**src/rtl/afc_pkg.sv**
```systemverilog
package afc_pkg;

    localparam int unsigned WORD_BITS = 16;
    localparam int unsigned DATA_BITS = 12;
    localparam int unsigned SEL_SLOT  = 2;
    localparam int unsigned ID_POS    = 14;
    localparam int unsigned LEAD_POS  = 15;

    typedef enum logic [1:0] {
        PH_IDLE  = 2'd0,
        PH_SETUP = 2'd1,
        PH_SHIFT = 2'd2,
        PH_QUIET = 2'd3
    } afc_phase_e;

    typedef struct packed {
        logic                 err;
        logic                 chan;
        logic [DATA_BITS-1:0] data;
    } afc_result_t;

    function automatic int unsigned imax(input int unsigned a, input int unsigned b);
        return (a > b) ? a : b;
    endfunction

    function automatic afc_result_t unpack_word(input logic [WORD_BITS-1:0] w);
        afc_result_t r;
        r.err  = w[LEAD_POS];
        r.chan = w[ID_POS];
        r.data = w[DATA_BITS-1:0];
        return r;
    endfunction

endpackage

```
**src/rtl/afc_pacer.sv**
```systemverilog
module afc_pacer
    import afc_pkg::*;
#(
    parameter int unsigned PERIOD_W  = 12,
    parameter int unsigned QUIET_MIN = 6
) (
    input  logic                clk,
    input  logic                rst,
    input  logic                start,
    input  logic                free_run,
    input  logic [PERIOD_W-1:0] cfg_period,
    input  afc_phase_e          phase,
    output logic                launch
);
    localparam int unsigned QW = $clog2(QUIET_MIN + 1);
    localparam logic [QW-1:0] QUIET_LAST = QW'(QUIET_MIN - 1);
    localparam logic [QW-1:0] QUIET_SAT  = QW'(QUIET_MIN);

    logic [PERIOD_W-1:0] since;
    logic [QW-1:0]       quiet;
    logic                pend;
    logic [PERIOD_W:0]   since_next;
    logic                gap_ok;
    logic                rate_ok;
    logic                allowed;
    logic                trig;

    always_comb begin
        since_next = {1'b0, since} + 1'b1;
        gap_ok     = (quiet >= QUIET_LAST);
        rate_ok    = (since_next >= {1'b0, cfg_period});
        allowed    = (phase == PH_IDLE) || ((phase == PH_QUIET) && gap_ok && rate_ok);
        trig       = start | free_run | pend;
        launch     = trig && allowed;
    end

    always_ff @(posedge clk) begin
        if (rst) begin
            since <= '0;
            quiet <= '0;
            pend  <= 1'b0;
        end else begin
            pend <= (pend | start) & ~launch;
            if (launch) begin
                since <= '0;
            end else if (since != {PERIOD_W{1'b1}}) begin
                since <= since + 1'b1;
            end
            if (phase == PH_QUIET) begin
                if (quiet != QUIET_SAT) begin
                    quiet <= quiet + 1'b1;
                end
            end else begin
                quiet <= '0;
            end
        end
    end

endmodule

```
**src/rtl/afc_sequencer.sv**
```systemverilog
module afc_sequencer
    import afc_pkg::*;
#(
    parameter int unsigned SETUP_CYC = 2,
    parameter int unsigned SCLK_HALF = 20
) (
    input  logic       clk,
    input  logic       rst,
    input  logic       launch,
    input  logic       chan_req,
    output afc_phase_e phase,
    output logic       cs_n,
    output logic       sclk,
    output logic       din,
    output logic       sample_en,
    output logic       last_sample
);
    localparam int unsigned CW = $clog2(imax(SETUP_CYC, SCLK_HALF) + 1);
    localparam int unsigned BW = $clog2(WORD_BITS);
    localparam logic [CW-1:0] SETUP_LAST = CW'(SETUP_CYC - 1);
    localparam logic [CW-1:0] HALF_LAST  = CW'(SCLK_HALF - 1);
    localparam logic [BW-1:0] BIT_LAST   = BW'(WORD_BITS - 1);
    localparam logic [BW-1:0] SEL_IDX    = BW'(SEL_SLOT);

    logic [CW-1:0] cnt;
    logic          hi;
    logic [BW-1:0] bit_idx;
    logic          chan_q;
    logic          shifting;

    always_ff @(posedge clk) begin
        if (rst) begin
            phase   <= PH_IDLE;
            cnt     <= '0;
            hi      <= 1'b0;
            bit_idx <= '0;
            chan_q  <= 1'b0;
        end else begin
            case (phase)
                PH_IDLE, PH_QUIET: begin
                    if (launch) begin
                        phase  <= PH_SETUP;
                        cnt    <= '0;
                        chan_q <= chan_req;
                    end
                end
                PH_SETUP: begin
                    if (cnt == SETUP_LAST) begin
                        phase   <= PH_SHIFT;
                        cnt     <= '0;
                        hi      <= 1'b0;
                        bit_idx <= '0;
                    end else begin
                        cnt <= cnt + 1'b1;
                    end
                end
                PH_SHIFT: begin
                    if (cnt == HALF_LAST) begin
                        cnt <= '0;
                        if (!hi) begin
                            hi <= 1'b1;
                        end else begin
                            hi <= 1'b0;
                            if (bit_idx == BIT_LAST) begin
                                phase <= PH_QUIET;
                            end else begin
                                bit_idx <= bit_idx + 1'b1;
                            end
                        end
                    end else begin
                        cnt <= cnt + 1'b1;
                    end
                end
                default: phase <= PH_IDLE;
            endcase
        end
    end

    always_comb begin
        shifting    = (phase == PH_SHIFT);
        cs_n        = !((phase == PH_SETUP) || shifting);
        sclk        = !shifting || hi;
        din         = shifting && (bit_idx == SEL_IDX) && chan_q;
        sample_en   = shifting && !hi && (cnt == HALF_LAST);
        last_sample = sample_en && (bit_idx == BIT_LAST);
    end

endmodule

```
**src/rtl/afc_capture.sv**
```systemverilog
module afc_capture
    import afc_pkg::*;
(
    input  logic        clk,
    input  logic        rst,
    input  logic        sample_en,
    input  logic        last_sample,
    input  logic        sdata,
    output logic        res_valid,
    output afc_result_t result
);
    logic [WORD_BITS-1:0] shreg;

    always_ff @(posedge clk) begin
        if (rst) begin
            shreg     <= '0;
            res_valid <= 1'b0;
        end else begin
            res_valid <= last_sample;
            if (sample_en) begin
                shreg <= {shreg[WORD_BITS-2:0], sdata};
            end
        end
    end

    assign result = unpack_word(shreg);

endmodule

```
**src/rtl/adc_frame_ctrl.sv**
```systemverilog
module adc_frame_ctrl
    import afc_pkg::*;
#(
    parameter int unsigned SCLK_HALF = 20,
    parameter int unsigned SETUP_CYC = 2,
    parameter int unsigned QUIET_MIN = 6,
    parameter int unsigned PERIOD_W  = 12
) (
    input  logic                 clk,
    input  logic                 rst,
    input  logic                 start,
    input  logic                 free_run,
    input  logic                 chan_req,
    input  logic [PERIOD_W-1:0]  cfg_period,
    input  logic                 adc_dout,
    output logic                 adc_cs_n,
    output logic                 adc_sclk,
    output logic                 adc_din,
    output logic                 res_valid,
    output logic [DATA_BITS-1:0] res_data,
    output logic                 res_chan,
    output logic                 res_err
);
    afc_phase_e  phase;
    logic        launch;
    logic        sample_en;
    logic        last_sample;
    afc_result_t result;

    afc_pacer #(
        .PERIOD_W (PERIOD_W),
        .QUIET_MIN(QUIET_MIN)
    ) u_pacer (
        .clk       (clk),
        .rst       (rst),
        .start     (start),
        .free_run  (free_run),
        .cfg_period(cfg_period),
        .phase     (phase),
        .launch    (launch)
    );

    afc_sequencer #(
        .SETUP_CYC(SETUP_CYC),
        .SCLK_HALF(SCLK_HALF)
    ) u_seq (
        .clk        (clk),
        .rst        (rst),
        .launch     (launch),
        .chan_req   (chan_req),
        .phase      (phase),
        .cs_n       (adc_cs_n),
        .sclk       (adc_sclk),
        .din        (adc_din),
        .sample_en  (sample_en),
        .last_sample(last_sample)
    );

    afc_capture u_cap (
        .clk        (clk),
        .rst        (rst),
        .sample_en  (sample_en),
        .last_sample(last_sample),
        .sdata      (adc_dout),
        .res_valid  (res_valid),
        .result     (result)
    );

    assign res_data = result.data;
    assign res_chan = result.chan;
    assign res_err  = result.err;

endmodule

```
**config.mk**
```make
export PLATFORM = sky130hd
export DESIGN_NAME = adc_frame_ctrl
export DESIGN_NICKNAME = d
export VERILOG_FILES = /design/src/rtl/afc_pkg.sv /design/src/rtl/afc_pacer.sv /design/src/rtl/afc_sequencer.sv /design/src/rtl/afc_capture.sv /design/src/rtl/adc_frame_ctrl.sv
export SDC_FILE = /design/constraint.sdc
export NUM_CORES = 1
export LEC_CHECK = 0
export BUFFER_PORTS_ARGS = -buffer_cell sky130_fd_sc_hd__buf_2
export CORE_ASPECT_RATIO = 1.25
export CORE_MARGIN = 1.5
export CORE_UTILIZATION = 52
export DETAILED_ROUTE_END_ITERATION = 12
export GPL_TIMING_DRIVEN = 0
export PLACE_DENSITY_LB_ADDON = 0.15
export SETUP_SLACK_MARGIN = 0.05
export SYNTH_ARGS = -nofsm -noshare
export SYNTH_HDL_FRONTEND = slang
export SYNTH_SLANG_ARGS = --single-unit
```
**constraint.sdc**
```tcl
create_clock -name clk -period 3.2 [get_ports clk]
set_clock_uncertainty 0.05 [all_clocks]
set_input_delay 0.48 -clock clk [delete_from_list [all_inputs] [get_ports clk]]
set_output_delay 0.48 -clock clk [all_outputs]
set_load 0.02 [all_outputs]
```
==> flow_summary_export.csv, run 1 <==
group,metric,value,unit
global_route,use_met2,0.341,
placement,dp.cells,384,
critical_path,arrival,3.15,ns
timing,drv_slew,0,
final_layout,drive_gt1_frac,0.267,
global_route,grt_max_degree,15,
global_route,antenna_found_initial,0,
critical_path,cp-end-kind,"register",
final_layout,num_antenna_cells,0,
placement,port-buffer-count,35,
clock_tree,clock-sinks,46,
clock_tree,clockRootBuffer,"clkbuf_8",
timing,rsz0062_at_grt,"false",
yosys,avgSynthCellArea,9.10,sq um
die,start_util,0.548,
power,power-per-cell-area,495,mW/mm^2
placement,dp_hpwl,3590,um
global_route,track_usage,0.189,
global_route,use_met1,0.213,
drt,drt_iter0_markers,44,
final_layout,layout_common_cells,"43 x dfxtp_1, 41 x nor2_1, 38 x buf_2",
timing,relSlewSlack,0.572,
yosys,ys_ff_latch,46,
drt,wl_per_cell,12.3,um
global_route,grtUsageMet3,0.0393,
die,die_y,82.5,um
clock_tree,cts_tree,"built",
critical_path,crit_fanout,10,
critical_path,critical_path_class,"reg -> reg",
timing,timing.final.crit_share,0.922,
drt,viasPerCell,5.18,
critical_path,crit_path_start,"u_pacer.since[1]",
final_layout,layout.cells.non_filler,393,
drt,vias,2034,
global_route,grt_pass1_wl,7880,um
timing,hold_viol,0,
drt,dr.pass1.iters,4,
power,ir_drop,0.325,mV
yosys,synth_area,0.00263,sq mm
die,die_w,66.6,um
critical_path,worst_ep_required_time,3.40,ns
die,rows,28,
die,design.portCount,36,
drt,drc,0,
clock_tree,htreeDepth,2,
drt,routed_wl,4820,um
yosys,yosys_warnings,0,
die,die_area,0.00550,sq mm
global_route,busiest_layer,"met2",
timing,worst_pin_slew,0.637,ns
final_layout,area_growth_syn_to_layout,14.3,%
global_route,overflow,0,
final_layout,layout.nets,375,
clock_tree,clk_path_buf_depth,2,
final_layout,design_area,0.00301,sq mm
power,p_leak,1.53,nW
timing,setup_viol,0,
placement,gp_congestion,0.747,
critical_path,r2r_start,"u_pacer.since[1]",
drt,postRouteAntennaNets,0,
timing,fmax,339,MHz
clock_tree,path_clk_slew,0.09,ns
yosys,synth_fp_nets,332,
clock_tree,clock_latency,0.30,ns
timing,finalSetupTns,0,ns
yosys,synth.distinct_cells,54,
yosys,ys_seq_area_frac,0.350,
yosys,postSynthCellCount,289,
min_path,hp-start,"start",
final_layout,mostFrequentLayoutCell,"dfxtp_1",
clock_tree,hold_buffers,0,
flow_run,drv_cap,0,
final_layout,fillers,425,
timing,min_period,2.95,ns
status,status,"completed",
placement,post_dp_cell_area,0.00288,sq mm
final_layout,final_core_util,0.626,
global_route,grt_pass1_vias,1838,
critical_path,start_kind,"register",
die,core_area,0.00480,sq mm
clock_tree,cts-buffers-inserted,5,
min_path,hold_class,"in -> reg",
[power by group]
part           switching [mW]  internal, mW  leakage, nW
combinational           0.274         0.200         1.11
clock                   0.201         0.154       0.0452
sequential             0.0455         0.613        0.373
[sequential cells by signal, indices dropped and copies added, names as in the netlist]
signal           count
u_seq.phase          2
u_pacer.quiet        3
u_pacer.since       12
u_cap.shreg         16
u_seq.hi             1
u_cap.res_valid      1
u_pacer.pend         1
u_seq.chan_q         1
u_seq.cnt            5
u_seq.bit_idx        4
[what timing repair did]
item                       4_1_cts  5_1_grt
buffers inserted                 1        0
resized for setup                5        4
setup endpoints to repair       21       20
pin swaps                        1        2
[cell usage after synthesis, drive strengths merged]
library cell  count  area, sq um
a2111o            1         11.3
a211oi            4         40.0
a21o              5         38.8
a21oi            12         71.3
a221oi            1         8.76
a2bb2oi           1         8.76
a311oi            4         35.0
a31oi             3         18.8
a41oi             2         17.5
and3              4         28.8
and3b             1         8.76
and4              2         17.5
buf              16          116
clkbuf            3         11.3
dfxtp            46          921
ha               25          313
inv              23         86.3
mux2i            17          170
nand2            14         52.6
nand2b            2         15.0
nand3             9         45.0
nand3b            1         7.51
nand4             5         46.3
nor2             44          170
nor3              5         41.3
nor3b             1         7.51
nor4              2         18.8
o211a             1         10.0
o211ai            1         21.3
o21ai             7         35.0
o21ba             4         40.0
or2               1         6.26
or2b              1         8.76
or3               5         37.5
or3b              1         8.76
or4               1         7.51
or4b              1         13.8
xnor2             6         52.6
xor2              7         61.3
[layout make-up]
class                           count  area, sq um  area share
Clock buffer                        6         72.6      0.0241
Sequential cell                    46          927       0.308
Inverter                           23         86.3      0.0287
Tap cell                           60         75.1      0.0250
Timing Repair Buffer               36          183      0.0608
Multi-Input combinational cell    201         1520       0.506
Buffer                             19          128      0.0424
Clock inverter                      2         13.8     0.00458
[layer usage]
layer / vias to the layer above / part of all wire / wire length (um)
met3: 6 / 0.031 / 147
met5: - / 0 / 0
li1: 1078 / - / -
met2: 30 / 0.50 / 2420
met4: 0 / 0.018 / 85
met1: 920 / 0.45 / 2160
[logic make-up after synthesis]
family | share of synthesized area
adder cells (fa/ha/maj) | 0.119
buffers and inverters | 0.0813
AND/OR/NAND/NOR | 0.206
XOR/XNOR | 0.0433
flip-flops | 0.350
multiplexers | 0.0647
AO/OA/AOI/OAI | 0.136
[metrics by stage]
stage | total power [mW] | setup WS [ns] | hold slack [ns]
5_1_grt | 1.58 | 0.0560 | 0.383
3_5_place_dp | 1.12 | -0.238 | 0.413
2_1_floorplan | 1.00 | 0.249 | 0.391
4_1_cts | 1.50 | 0.0786 | 0.353
6_report | 1.49 | 0.248 | 0.363
3_3_place_gp | 1.11 | -0.221 | 0.403
[worst paths after layout]
check	cells past startpoint	slack, ns	endpoint
setup / recovery	13	0.25	u_pacer.since[4]
hold / removal	3	0.36	u_pacer.pend
setup reg to reg	13	0.25	u_pacer.since[4]
hold reg to reg	2	0.42	u_pacer.pend
[worst max-delay path, cell delays in order, from the launching register on]
cell and delay (ns):
dfxtp_2 0.40, ha_4 0.17, nand3_2 0.11, or2_2 0.33, nor2_2 0.17, xor2_1 0.19
ha_1 0.27, a21o_1 0.17, a211oi_1 0.22, a21oi_1 0.12, a211oi_2 0.22, nand2b_2 0.13
buf_6 0.16, o21ba_1 0.20
(Power assumes the default switching activity.)
==> run 2, diff against run 1 <==
--- a/config.mk
+++ b/config.mk
@@ -5,9 +5,10 @@
 export SDC_FILE = /design/constraint.sdc
 export NUM_CORES = 1
 export LEC_CHECK = 0
+export ABC_AREA = 1
 export BUFFER_PORTS_ARGS = -buffer_cell sky130_fd_sc_hd__buf_2
 export CORE_ASPECT_RATIO = 1.25
-export CORE_MARGIN = 1.5
+export CORE_MARGIN = 3
 export CORE_UTILIZATION = 52
 export DETAILED_ROUTE_END_ITERATION = 12
 export GPL_TIMING_DRIVEN = 0
==> run 2 against run 1 <==
Net effect: area after synthesis rose by 4.1%; first-iteration DRC count rose by 18%; non-clock buffer count fell by 1; sequential cell count did not move; hold slack improved by 0.034 ns; power fell by 5.0%; register-to-register slack improved by 0.11 ns; fmax rose by 3.7%; critical path depth rose by 9.
==> flow_summary_export.csv, run 2 <==
group,metric,value,unit
final_layout,seq_area,922,sq um
critical_path,critical_path_class,"reg -> reg",
yosys,async_flop_share,0,
die,rows,28,
drt,postRouteAntennaNets,0,
final_layout,mostFrequentLayoutCell,"inv_1",
timing,finalSetupTns,0,ns
yosys,synth.distinct_cells,31,
yosys,ys_top_cells_by_count,"72 x inv_1, 46 x dfxtp_1, 46 x nand2_1, 32 x a21oi_1",
clock_tree,cts_tree,"built",
die,core_area,0.00490,sq mm
global_route,overflow,0,
critical_path,crit_chain,"ha_1 > nand2_1 > nor2_2 > inv_2 > nor2_4 > nand2_1 > nand2_1 > inv_1 > ha_1 > nand2_1 > nor2_1 > nand2_1 > nand3b_1 > nand2_1 > nand3_2 > nand2_2 > nand2_2 > nand2_4 > nand2_4 > nand2_2 > nand2_1 > a21oi_2",
timing,drv_slew,0,
yosys,yosys.area.top_type_share,0.336,
clock_tree,clk_path_buf_depth,2,
global_route,track_usage,0.175,
placement,gp_congestion,0.823,
clock_tree,clockRootBuffer,"clkbuf_8",
yosys,ys.flop_type,"dfxtp_1",
timing,hold_viol,0,
clock_tree,hold_buffers,0,
yosys,synth_fp_nets,405,
die,start_util,0.558,
global_route,grt_pass1_wl,8960,um
drt,routed_wl,4970,um
placement,port-buffer-count,34,
yosys,ys_ff_latch,46,
yosys,avgSynthCellArea,7.57,sq um
final_layout,regMostFlops,"u_cap.shreg",
yosys,synth_area_leader_cell,"dfxtp_1",
global_route,grt_pass1_vias,2157,
placement,dp_hpwl,3950,um
min_path,hold_class,"in -> reg",
timing,timing.final.crit_share,0.889,
critical_path,slowest_stage,"dfxtp_1",
yosys,yosys_warnings,0,
final_layout,drive_gt1_frac,0.245,
final_layout,layout.nets,446,
clock_tree,clock_latency,0.29,ns
power,clkPwrFrac,0.257,
global_route,grt_max_degree,15,
power,ir_drop,0.382,mV
power,switchingPower,489,uW
critical_path,crit_fanout,4,
die,design.portCount,36,
drt,wl_per_cell,10.7,um
flow_run,drv_cap,0,
final_layout,multi_input_area,0.00143,sq mm
timing,worst_pin_slew,0.612,ns
drt,vias,2228,
final_layout,layout_common_cells,"71 x inv_1, 46 x nand2_1, 45 x dfxtp_1",
critical_path,worst_ep_required_time,3.31,ns
clock_tree,htreeDepth,2,
power,p_leak,1.44,nW
critical_path,arrival,2.95,ns
status,status,"completed",
timing,min_period,2.85,ns
yosys,synthTopCellsByArea,"dfxtp_1 34%, ha_1 11%, inv_1 9.9%",
timing,rsz0062_at_grt,"false",
clock_tree,post_cts_buffers,0,
power,switching_share,0.345,
drt,viasPerCell,4.80,
clock_tree,cts-buffers-inserted,5,
clock_tree,path_clk_slew,0.08,ns
die,die_w,70.9,um
yosys,synth-edff-count,0,
power,p_int,926,uW
critical_path,cpMostUsedCell,"nand2_1",
drt,drc,0,
yosys,synth.most_common_cell,"inv_1",
die,die_area,0.00618,sq mm
final_layout,layout.cells.non_filler,464,
timing,setup_viol,0,
global_route,antenna_found_initial,0,
power,seq_power_share,0.456,
final_layout,largest_reg_flops,16,
power,p_comb_frac,0.287,
timing,relSlewSlack,0.592,
final_layout,num_antenna_cells,0,
die,die_y,87.1,um
final_layout,fillers,454,
yosys,synth_area,0.00274,sq mm
final_layout,area_growth_syn_to_layout,13.3,%
critical_path,start_kind,"register",
clock_tree,clock-sinks,46,
critical_path,cpPeakStageDelay,0.38,ns
timing,fmax,351,MHz
drt,dr.pass1.iters,4,
final_layout,largest_registers,"u_cap.shreg: 16 flops, u_pacer.since: 12 flops, u_seq.cnt: 5 flops",
yosys,postSynthCellCount,362,
drt,drt_iter0_markers,52,
critical_path,cp-end-kind,"register",
power,power-per-cell-area,456,mW/mm^2
placement,dp.cells,456,
yosys,ys_seq_area_frac,0.336,
run 2: layout make-up:
cell class              instances  share of cell area
plain buffers                  20              0.0435
clock buffers                   6              0.0266
repair buffers                 34              0.0548
clock inverters                 2             0.00403
multi-input cells             222               0.459
well taps                      60              0.0242
flip-flops and latches         46               0.297
inverters                      74              0.0903
run 2: final timing paths:
| kind | to | start | slack, ns | cells past startpoint |
|---|---|---|---|---|
| worst max-delay path | u_seq.phase[0] | u_pacer.since[1] | 0.35 | 22 |
| worst min-delay path | u_pacer.pend | start | 0.40 | 3 |
| worst max register to register | u_seq.phase[0] | u_pacer.since[1] | 0.35 | 22 |
| worst min register to register | u_cap.shreg[15] | u_cap.shreg[15] | 0.40 | 2 |
run 2: routing by layer:
metal | routed length (um) | GRT usage
met3 | 207 | 0.0370
met2 | 2420 | 0.318
met5 | 0 | 0
met4 | 63 | 0.0479
met1 | 2280 | 0.208
run 2: per-stage QoR:
step / total power [mW] / hold WS, ns / setup WS (ns) / utilization / instance area, sq um
after global routing: 1.52 / 0.408 / 0.0552 / 0.633 / 3100
after global placement: 1.05 / 0.381 / 0.122 / 0.608 / 2980
after CTS: 1.43 / 0.398 / 0.0738 / 0.628 / 3080
after floorplan: 0.971 / 0.370 / 0.532 / - / 2740
after detailed placement: 1.06 / 0.386 / 0.0867 / 0.608 / 2980
final: 1.41 / 0.397 / 0.354 / 0.633 / 3100
run 2: cells by family (layout without fill, tap and decap cells):
| family | count (synthesis) | after routing | synth area share |
|---|---|---|---|
| flops | 46 | 46 | 0.336 |
| buf+inv | 94 | 136 | 0.152 |
| compound gates | 73 | 73 | 0.152 |
| xor+xnor | 11 | 11 | 0.0352 |
| simple gates | 113 | 113 | 0.211 |
| fa+ha+maj | 25 | 25 | 0.114 |
run 2: what timing repair did:
action | in CTS | in global routing
resized for setup | 0 | 7
endpoints found under the setup margin | 0 | 21
endpoints found under the hold margin | 0 | 0
run 2: critical path: cells and delay by family (launching register included):
family	cells	cell delay [ns]
AO/OA/AOI/OAI	1	0.05
adder cells (fa/ha/maj)	2	0.48
buffers and inverters	2	0.15
flip-flops	1	0.38
AND/OR/NAND/NOR	17	1.61
run 2: power by group through the flow:
stage                     clock network (mW)  logic, mW  registers (mW)
after floorplan                            0      0.322           0.649
after global placement                     0      0.397           0.657
after detailed placement                   0      0.407           0.658
after CTS                              0.381      0.409           0.644
after global routing                   0.405      0.463           0.650
final                                  0.364      0.406           0.644
